`config.mk`:
```
export PLATFORM = sky130hd
export DESIGN_NAME = lane_sad_merge
export DESIGN_NICKNAME = d
export VERILOG_FILES = /design/src/rtl/lane_sad_merge_pkg.sv /design/src/rtl/lane_sad_merge_ctrl.sv /design/src/rtl/lane_sad_merge_dp.sv /design/src/rtl/lane_sad_merge.sv
export SDC_FILE = /design/constraint.sdc
export NUM_CORES = 1
export LEC_CHECK = 0
export ABC_CLOCK_PERIOD_IN_PS = 8050
export CAP_MARGIN = 20
export CORE_ASPECT_RATIO = 0.6
export CORE_MARGIN = 8
export CORE_UTILIZATION = 25
export DETAILED_ROUTE_END_ITERATION = 10
export PLACE_DENSITY_LB_ADDON = 0.2
export SYNTH_ARGS = -nofsm -noshare
export SYNTH_HDL_FRONTEND = slang
export SYNTH_HIERARCHICAL = 1
export SYNTH_SLANG_ARGS = --single-unit
```
`constraint.sdc`:
```
create_clock -name clk -period 8.05 [get_ports clk]
set_input_delay 1.2075 -clock clk [delete_from_list [all_inputs] [get_ports clk]]
set_output_delay 1.2075 -clock clk [all_outputs]
set_load 0.01 [all_outputs]
```
`src/rtl/lane_sad_merge_pkg.sv`:
```
package lane_sad_merge_pkg;
  localparam int LANE_W = 8;
  localparam int LANES  = 4;
  localparam int WORD_W = LANE_W * LANES;

  typedef enum logic {
    OP_DIFFSUM = 1'b0,
    OP_MERGE   = 1'b1
  } opKind_t;

  typedef struct packed {
    logic    loadEn;
    opKind_t kind;
  } ctrlStrobe_t;
endpackage

```
`src/rtl/lane_sad_merge_ctrl.sv`:
```
module lane_sad_merge_ctrl
  import lane_sad_merge_pkg::*;
(
  input  logic        clk,
  input  logic        rst,
  input  logic        startPulse,
  input  logic        opSel,
  output ctrlStrobe_t strobe,
  output logic        validOut
);
  always_comb begin
    strobe.loadEn = startPulse & ~rst;
    strobe.kind   = opSel ? OP_MERGE : OP_DIFFSUM;
  end

  always_ff @(posedge clk) begin
    if (rst) validOut <= 1'b0;
    else     validOut <= startPulse;
  end
endmodule

```
`src/rtl/lane_sad_merge_dp.sv`:
```
module lane_sad_merge_dp
  import lane_sad_merge_pkg::*;
#(
  parameter int LW = LANE_W,
  parameter int NL = LANES
) (
  input  logic             clk,
  input  logic             rst,
  input  ctrlStrobe_t      strobe,
  input  logic [LW*NL-1:0] opA,
  input  logic [LW*NL-1:0] opB,
  input  logic [NL-1:0]    laneMask,
  output logic [LW*NL-1:0] resultOut
);
  localparam int WW    = LW * NL;
  localparam int SUM_W = LW + $clog2(NL) + 1;

  logic [LW-1:0]    laneDist [NL];
  logic [WW-1:0]    mergeWord;
  logic [SUM_W-1:0] distSum;

  for (genvar k = 0; k < NL; k++) begin : g_lane
    logic [LW-1:0] aB, bB;
    assign aB = opA[k*LW +: LW];
    assign bB = opB[k*LW +: LW];
    assign laneDist[k] = (aB > bB) ? (aB - bB) : (bB - aB);
    assign mergeWord[k*LW +: LW] = laneMask[k] ? aB : bB;
  end

  always_comb begin
    distSum = '0;
    for (int k = 0; k < NL; k++) distSum = distSum + SUM_W'(laneDist[k]);
  end

  always_ff @(posedge clk) begin
    if (rst) resultOut <= '0;
    else if (strobe.loadEn)
      resultOut <= (strobe.kind == OP_MERGE) ? mergeWord : WW'(distSum);
  end
endmodule

```
`src/rtl/lane_sad_merge.sv`:
```
module lane_sad_merge
  import lane_sad_merge_pkg::*;
(
  input  logic        clk,
  input  logic        rst,
  input  logic        startPulse,
  input  logic        opSel,
  input  logic [31:0] opA,
  input  logic [31:0] opB,
  input  logic [3:0]  laneMask,
  output logic [31:0] result,
  output logic        resultValid
);
  ctrlStrobe_t strobe;

  lane_sad_merge_ctrl u_ctrl (
    .clk(clk), .rst(rst), .startPulse(startPulse), .opSel(opSel),
    .strobe(strobe), .validOut(resultValid)
  );

  lane_sad_merge_dp #(.LW(LANE_W), .NL(LANES)) u_dp (
    .clk(clk), .rst(rst), .strobe(strobe), .opA(opA), .opB(opB),
    .laneMask(laneMask), .resultOut(result)
  );
endmodule

```
Yosys cells after proc, flatten, opt, wreduce, memory -nomap -nowiden
Index checks and enable logic that the tools add are counted.

Magnitude comparators: 4. Bitwise gates (word level): 2. Mux-type cells: 10. Add/sub/neg operators: 11.

Operators by type and width (count): 2-to-1 mux 8 bit (8); subtractor 8 bit (8); > comparator 8 bit (4); 2-to-1 mux 32 bit (1); adder 11 x 8 -> 11 bit (2); adder 8 x 8 -> 9 bit (1); bitwise AND 1 bit (1); 2-to-1 mux 1 bit (1); inverter 1 bit (1).

Word-level logic and storage cells: 29. Bits in registers: 33. Output and inout port bits: 33.

Logic depth before layout (Yosys ltp)
Gate-level depths: netlist of run 1.

Depth after elaboration: 6. Depth in mapped cells: 23. Gate-level depth less buffers: 22.

Cells and area by module
The synthesis of run 1 kept the hierarchy.

By module, submodules not included: lane_sad_merge_dp (sequential area each 640.6 µm², area an instance 4759.6 µm², cells each 614, times used 1); lane_sad_merge_ctrl (sequential area each 20.0 µm², area an instance 40.0 µm², cells each 4, times used 1).

Worst setup path after synthesis of run 1
OpenSTA, ideal clock, no wires.

Path type: input-to-reg. From: input port opA[8]. To: register u_dp.resultOut[7]. Path slack: 2.442 ns. Stages on the path: 21. Arrival: 5.523 ns. Library setup time: 0.086 ns. Cells stage by stage: inv_1 ha_1 inv_1 fa_1 a21o_1 a21oi_1 o22ai_1 o22ai_1 buf_2 mux2_2 fa_1 fa_1 ha_1 fa_1 a21o_1 a21oi_1 o21ai_0 a21o_1 xnor2_1 o21ai_0 a211oi_1.

Cells in the longest elaborated chain, start to end: 6. Elaborated cells between the ends (all ways): 8.

RTL lines: from (decl) (RTL line lane_sad_merge.sv:8) `input logic [31:0] opA,`; subtractor 8 bit or > comparator 8 bit (tied branches) (RTL line lane_sad_merge_dp.sv:26) `assign laneDist[k] = (aB > bB) ? (aB - bB) : (bB - aB);`; 2-to-1 mux 8 bit (*) (RTL line lane_sad_merge_dp.sv:26); adder 8 x 8 -> 9 bit (*) (RTL line lane_sad_merge_dp.sv:32) `for (int k = 0; k < NL; k++) distSum = distSum + SUM_W'(laneDist[k]);`; adder 11 x 8 -> 11 bit (*) (2 in series) (RTL line lane_sad_merge_dp.sv:32); 2-to-1 mux 32 bit (*) (RTL line lane_sad_merge_dp.sv:38) `resultOut <= (strobe.kind == OP_MERGE) ? mergeWord : WW'(distSum);`; to (signal assigned) (RTL line lane_sad_merge_dp.sv:38); to (decl) (RTL line lane_sad_merge_dp.sv:13) `output logic [LW*NL-1:0] resultOut`.

Mark *: on every way between the ends. The rest lies on a longest branch, timed or not. A chain may end at the register's enable or synchronous reset.

Worst setup path in the final report of run 1
From: input port opA[21]. To: register u_dp.resultOut[7].

Cells in the longest elaborated chain, start to end: 5. Elaborated cells between the ends (all ways): 7.

RTL lines (RTL line): subtractor 8 bit or > comparator 8 bit (tied branches) (lane_sad_merge_dp.sv:26); 2-to-1 mux 8 bit (*) (lane_sad_merge_dp.sv:26); adder 11 x 8 -> 11 bit (*) (2 in series) (lane_sad_merge_dp.sv:32); 2-to-1 mux 32 bit (*) (lane_sad_merge_dp.sv:38).

Marked as above.

==> results by group, run 1 <==
Routing
  – DR vias/cell: 4.56
  – Iter 0 DRT Violations: about 240
  – Post-route ant nets: 0
  – DRC: 0
  – Vias after detailed routing: 4364
  – DRT Pass-1 Iters: 5
  – WL/cell: 15.3 um
  – Final wirelength: 14.7 mm

Power
  – Total net switching power: 0.578 mW
  – Combinational power share: 70.3%
  – Pwr dens: a little over 200 nW/um^2
  – Reg power frac: 14.4%
  – Clock power share: 15.3%
  – Cell Int Power: 0.707 mW
  – Switch share: 45.0%
  – Maximum VDD drop: 0.145 mV
  – Total power: 1.28 mW
  – P_leak: 2.89 nW

STA
  – Final Hold Fails: 0
  – Final setup violation count: 0
  – Post-route minimum period: 6.31 ns
  – Post-Route Setup TNS: 0 ns
  – Clock Skew: 0 ns
  – Worst slew pin tran: 0.733 ns
  – Slew headroom: 51.0%
  – Final period utilization: 78.4%
  – Slew Limit Fails: 0
  – Fmax: between 150 and 200 MHz
  – RSZ-0062 raised after global routing: false

GRT
  – Number of global-route vias before repair: 4159
  – Total gr overflow: 0
  – Total track usage: 12.1%
  – Largest net degree at the start of global routing: 36
  – First-pass GRT wire length: 23.2 mm
  – Initial antenna violation count: 0

Synth
  – Syn Inst Count: 618
  – Syn Nets: 783
  – Post-Syn Area: 4800 um^2
  – Cell variety after synth: 54
  – Post-synthesis sequential area ratio: 13.8%
  – Warnings, synthesis: 6
  – Cell taking the most area after synthesis: ha_1
  – Top cell type's share of synthesized area: 18.0%
  – Post-synth ARST share: 0%
  – Post-synthesis average cell area: 7.77 um^2
  – Synth area leaders: ha_1 18%, dfxtp_1 14%, fa_1 10%
  – Post-synth EDFFs: 0
  – Main synth FF type: dfxtp_1
  – FF+latch count, synth: 33

Job
  – Max cap viols: 0

Critical path
  – WP data required: ~8.3 ns
  – CP Max Fanout: 11
  – CP Capture Type: flip-flop
  – Arr. time, crit path: between 6 and 7 ns
  – Startpoint types: input pin
  – Setup CP Type: input pin to flip-flop

Layout
  – Layout net count: 875
  – Final Util: 32.9%
  – Area grow syn2layout: 29.9%
  – Fin area: 6230 um^2
  – Layout cells sized above 1: 4.50%
  – Antenna diodes: 0
  – Fin cells: 957

Place
  – Inst Count DP: around 950
  – Placed cell area: 6060 um^2
  – IO Port Bufs: between 100 and 150
  – DPL Wire Length: between 10 and 15 mm
  – Placer Congestion: 0.876

Floorplanning
  – Die Ht: between 100 and 150 um
  – CORE AREA: ~19000 um^2
  – Starting Density: 25.4%
  – Num rows: 39
  – Die width: 195 um
  – DIE AREA: between 20000 and 25000 um^2
  – I/O pins: about 110

CTS
  – Post-CTS sizing: 0
  – Clock Pin Slew Worst Setup and Hold Paths: about 0.060 ns
  – Total CTS buffers: 5
  – Longest Clk Path Bufs: 2
  – Clk sink count: 33
  – Buffer count from post-CTS setup fixing: 0
  – Clock root buffer: clkbuf_16
  – CTS tree: built
  – Clock latency on the worst-skew pair: 0.28 ns
  – Hold Buf Count CTS: 0
  – H-tree levels: 2

Min path
  – Min-Delay Path Class: flip-flop to flip-flop

Outcome
  – Outcome: finished clean
[cell families (layout without fill, tap and decap cells)]
family                   Yosys count  in the layout  share of synthesized area, %
AND/OR/NAND/NOR                  130            130                          11.9
flip-flops                        33             33                          13.8
AO/OA/AOI/OAI                    167            167                          22.5
XOR/XNOR                          28             28                          5.11
multiplexers                      36             36                          7.98
adder cells (fa/ha/maj)           93             93                          28.0
buffers and inverters            131            224                          10.7
[final cells by class]
type	instances	area, um^2
Inverter	107	402
Sequential cell	33	661
Clock inverter	3	17.5
Clock buffer	5	125
Timing Repair Buffer	109	1100
Tap cell	246	308
Fill cell	2004	12700
Multi-Input combinational cell	454	3620
[Yosys cell counts, drive strengths merged (6+ instances only)]
master	number
a211oi	9
a21o	18
a21oi	43
a22oi	22
and2	6
buf	10
clkbuf	14
dfxtp	33
fa	24
ha	69
inv	106
mux2	15
mux2i	21
nand2	46
nand4	7
nor2	50
o211ai	6
o21ai	39
o21bai	6
xnor2	24
[layer usage]
layer / vias up / wire length, um / track usage [%] / share of wire, %
li1: 2273 / - / - / -
met1: 1965 / 8590 / 19.8 / 59
met2: 119 / 5000 / 14.7 / 34
met3: 7 / 1040 / 3.67 / 7.1
met4: 0 / 49 / 1.27 / 0.33
met5: - / 0 / 0 / 0
[per-stage QoR]
step | setup slack [ns] | hold slack [ns]
floorplan | 2.44 | 0.497
global placement | 1.59 | 0.479
detailed placement | 1.51 | 0.479
CTS | 1.79 | 0.493
global route | 1.33 | 0.522
finish | 1.74 | 0.494
[worst paths after layout]
kind	start	end	slack, ns	cells past startpoint
setup / recovery	opA[21]	u_dp/resultOut[7]	1.74	18
hold / removal	u_dp/resultOut[8]	u_dp/resultOut[8]	0.49	2
setup reg to reg	u_dp/resultOut[8]	u_dp/resultOut[8]	7.34	2
hold reg to reg	u_dp/resultOut[8]	u_dp/resultOut[8]	0.49	2
[sequential cells by signal, summed over array words and instances, names as in the netlist]
register	count
u_ctrl/validOut	1
u_dp/resultOut	32
[critical path, stage by stage]
cell	delay, ns
clkdlybuf4s50_1	0.53
inv_1	0.06
ha_1	0.40
a211oi_1	0.33
o21bai_1	0.16
o22ai_2	0.50
mux2_2	0.44
fa_1	0.51
fa_1	0.50
ha_1	0.25
fa_1	0.43
a21o_1	0.20
a21oi_1	0.21
o21ai_0	0.13
a21o_1	0.21
xnor2_1	0.14
o21ai_0	0.09
a211oi_1	0.24
[cells in the final DEF (no fill, tap or decap), types with 2 or more instances in the layout]
master and instances:
a211o_1 2, a211o_2 2, a211oi_1 9, a21o_1 18, a21oi_1 42, a221oi_1 2, a22oi_1 22, a31oi_1 4
and2_1 6, buf_4 4, clkbuf_16 5, clkdlybuf4s50_1 104, clkinv_2 2, dfxtp_1 33, fa_1 24, ha_1 69
inv_1 106, mux2_1 2, mux2_2 12, mux2i_1 21, nand2_1 46, nand3_1 4, nand4_1 7, nor2_1 50
nor2b_1 4, nor3_1 4, nor4_1 3, o211ai_1 6, o21a_1 2, o21ai_0 36, o21ai_1 2, o21bai_1 6
o22ai_1 3, or3_1 2, xnor2_1 24, xor2_1 4
[power by group through the flow]
stage          combinational, mW  clock (mW)  sequential, mW
5_1_grt                     1.03       0.213           0.187
4_1_cts                    0.910       0.204           0.185
6_report                   0.903       0.197           0.185
3_5_place_dp               0.901           0           0.188
2_1_floorplan              0.659           0           0.194
3_3_place_gp               0.909           0           0.189
(Power assumes the default switching activity.)
==> run 2, diff against run 1 <==
ABC_CLOCK_PERIOD_IN_PS = 6300   (was 8050)
clock period = 6.3 ns   (was 8.05 ns; I/O delays follow)
==> run 2 against run 1 <==
Critical path depth up 3. Non-clock buffer count up 5. First-iteration DRC count up 5.0%. Global-route usage up 0.12 points. Utilization up 0.45 points. Register-to-register slack worse by 1.8 ns. Final area up 1.4%. Wire length up 0.62%. Clock power up 70%. Critical path type unchanged.
==> results by group, run 2 (synthesis gave the netlist of run 1 again) <==
Job
  – Max cap viols: 0 (unchanged)

Layout
  – Most frequent cells in the layout: 106 x inv_1, 104 x clkdlybuf4s50_1, 69 x ha_1 (unchanged)
  – Area grow syn2layout: 31.7% (was 29.9%)
  – Fillers: 2019 (was 2004)
  – Biggest register: u_dp/resultOut (unchanged)
  – Max reg flops: 32 (unchanged)
  – Antenna diodes: 0 (unchanged)
  – Commonest non-fill, non-tap cell in the layout: inv_1 (unchanged)
  – FF+latch area: 661 um^2 (unchanged)
  – Largest regs: u_dp/resultOut (32), u_ctrl/validOut (1) (unchanged)
  – Layout cells sized above 1: 5.17% (was 4.50%)
  – Layout net count: 880 (was 875)
  – Fin cells: 962 (was 957)
  – Area of the multi-input gates: 3620 um^2 (unchanged)

Power
  – Combinational power share: 66.6% (was 70.3%)
  – Cell Int Power: 0.987 mW (was 0.707 mW)
  – Switch share: 42.4% (was 45.0%)
  – Pwr dens: 271 nW/um^2 (was 206 nW/um^2)
  – Clock power share: 19.5% (was 15.3%)
  – Reg power frac: 13.8% (was 14.4%)
  – P_leak: 2.94 nW (was 2.89 nW)
  – Total net switching power: 0.726 mW (was 0.578 mW)
  – Maximum VDD drop: 0.175 mV (was 0.145 mV)

CTS
  – Post-CTS sizing: 0 (unchanged)
  – Buffer count from post-CTS setup fixing: 0 (unchanged)
  – Clock Pin Slew Worst Setup and Hold Paths: 0.06 ns (about the same)
  – Clk sink count: 33 (unchanged)
  – Hold Buf Count CTS: 0 (unchanged)
  – Total CTS buffers: 5 (unchanged)
  – H-tree levels: 2 (unchanged)
  – Longest Clk Path Bufs: 2 (unchanged)
  – Clock root buffer: clkbuf_16 (unchanged)
  – Clock latency on the worst-skew pair: 0.29 ns (was 0.28 ns)
  – CTS tree: built (unchanged)

GRT
  – Number of global-route vias before repair: 4228 (was 4159)
  – First-pass GRT wire length: 23.6 mm (was 23.2 mm)
  – Total track usage: 12.2% (was 12.1%)
  – Initial antenna violation count: 0 (unchanged)
  – Total gr overflow: 0 (unchanged)
  – Largest net degree at the start of global routing: 36 (unchanged)

Critical path
  – Setup CP Type: input pin to flip-flop (unchanged)
  – R2R depth: 2 (unchanged)
  – Arr. time, crit path: 6.07 ns (was 6.52 ns)
  – WP data required: 6.51 ns (was 8.25 ns)
  – CP Capture Type: flip-flop (unchanged)
  – CP Max Fanout: 7 (was 11)
  – Startpoint types: input pin (unchanged)

Min path
  – Min-Delay Path Class: flip-flop to flip-flop (unchanged)
  – Hold Path Stages: 2 (unchanged)

Routing
  – WL/cell: 15.4 um (was 15.3 um)
  – Vias after detailed routing: 4466 (was 4364)
  – DRC: 0 (unchanged)
  – DRT Pass-1 Iters: 5 (unchanged)
  – Post-route ant nets: 0 (unchanged)
  – Final wirelength: 14.8 mm (was 14.7 mm)
  – Iter 0 DRT Violations: 251 (was 239)
  – DR vias/cell: 4.64 (was 4.56)

STA
  – Final Hold Fails: 0 (unchanged)
  – Post-route minimum period: ~6 ns
  – Final setup violation count: 0 (unchanged)
  – RSZ-0062 raised after global routing: false (unchanged)
  – Fmax: 170 MHz
  – Slew headroom: 49.8% (was 51.0%)
  – Worst slew pin tran: 0.751 ns (was 0.733 ns)
  – Slew Limit Fails: 0 (unchanged)
  – Final period utilization: 93.1%
  – Clock Skew: 0 ns (unchanged)
  – Post-Route Setup TNS: 0 ns (unchanged)

Floorplanning
  – Starting Density: 25.4% (unchanged)
  – Die Ht: 123 um (unchanged)
  – CORE AREA: 18900 um^2 (unchanged)
  – I/O pins: 105 (unchanged)
  – Num rows: 39 (unchanged)
  – DIE AREA: 24000 um^2 (unchanged)
  – Die width: 195 um (unchanged)

Outcome
  – Outcome: finished clean (unchanged)

Place
  – Inst Count DP: 953 (was 948)
  – Placer Congestion: 0.825 (was 0.876)
  – DPL Wire Length: 12.2 mm (about the same)
  – IO Port Bufs: 104 (unchanged)
==> run 2: worst max-delay path: stages <==
cell and delay, ns:
clkdlybuf4s50_1 0.51, inv_1 0.06, ha_1 0.41, a211oi_1 0.32
o21bai_1 0.17, o22ai_2 0.34, mux2_2 0.39, a21oi_1 0.16
xnor2_1 0.12, fa_1 0.52, inv_1 0.06, fa_1 0.53
inv_1 0.04, ha_1 0.32, a21o_1 0.18, a21oi_1 0.21
o21ai_0 0.13, a21o_1 0.21, xnor2_1 0.13, o21ai_0 0.09
a211oi_1 0.24
==> run 2: power groups by stage <==
stage | clock [mW] | sequential, mW | combinational, mW
finish | 0.335 | 0.237 | 1.14
global route | 0.359 | 0.239 | 1.29
CTS | 0.345 | 0.237 | 1.15
detailed placement | 0 | 0.241 | 1.15
global placement | 0 | 0.241 | 1.16
floorplan | 0 | 0.248 | 0.842
==> run 2: final timing paths <==
| kind | to | from | slack [ns] |
|---|---|---|---|
| worst min register to register | u_dp/resultOut[8] | u_dp/resultOut[8] | 0.49 |
| worst max register to register | u_dp/resultOut[31] | u_dp/resultOut[31] | 5.56 |
| worst min-delay path | u_dp/resultOut[8] | u_dp/resultOut[8] | 0.49 |
| worst max-delay path | u_dp/resultOut[7] | opA[21] | 0.43 |
==> run 2: metal layers <==
metal  global-route usage, %  vias up  wire (um)
met1                    19.4     2039       8310
li1                        -     2276          -
met3                    3.37        5       1060
met2                    16.1      146       5380
met4                    1.13        0         27
met5                       0        -          0
==> run 2: layout make-up <==
class	instances	area share (%)
clock buffer	5	1.98
clock inverter	3	1.03
inverter	107	6.36
multi-input combinational	454	57.3
sequential	33	10.5
tap	246	4.87
timing repair buffer	114	18.0
==> run 2: per-stage QoR <==
stage	total power, mW	area (um^2)	util, %	worst slack [ns]	hold slack (ns)
after detailed placement	1.39	6110	32.3	0.133	0.475
final	1.71	6320	33.4	0.432	0.489
after global placement	1.40	6110	32.3	0.207	0.478
after global routing	1.89	6320	33.4	0.00160	0.518
after CTS	1.74	6300	33.3	0.431	0.490
after floorplan	1.09	4800	-	0.954	0.497
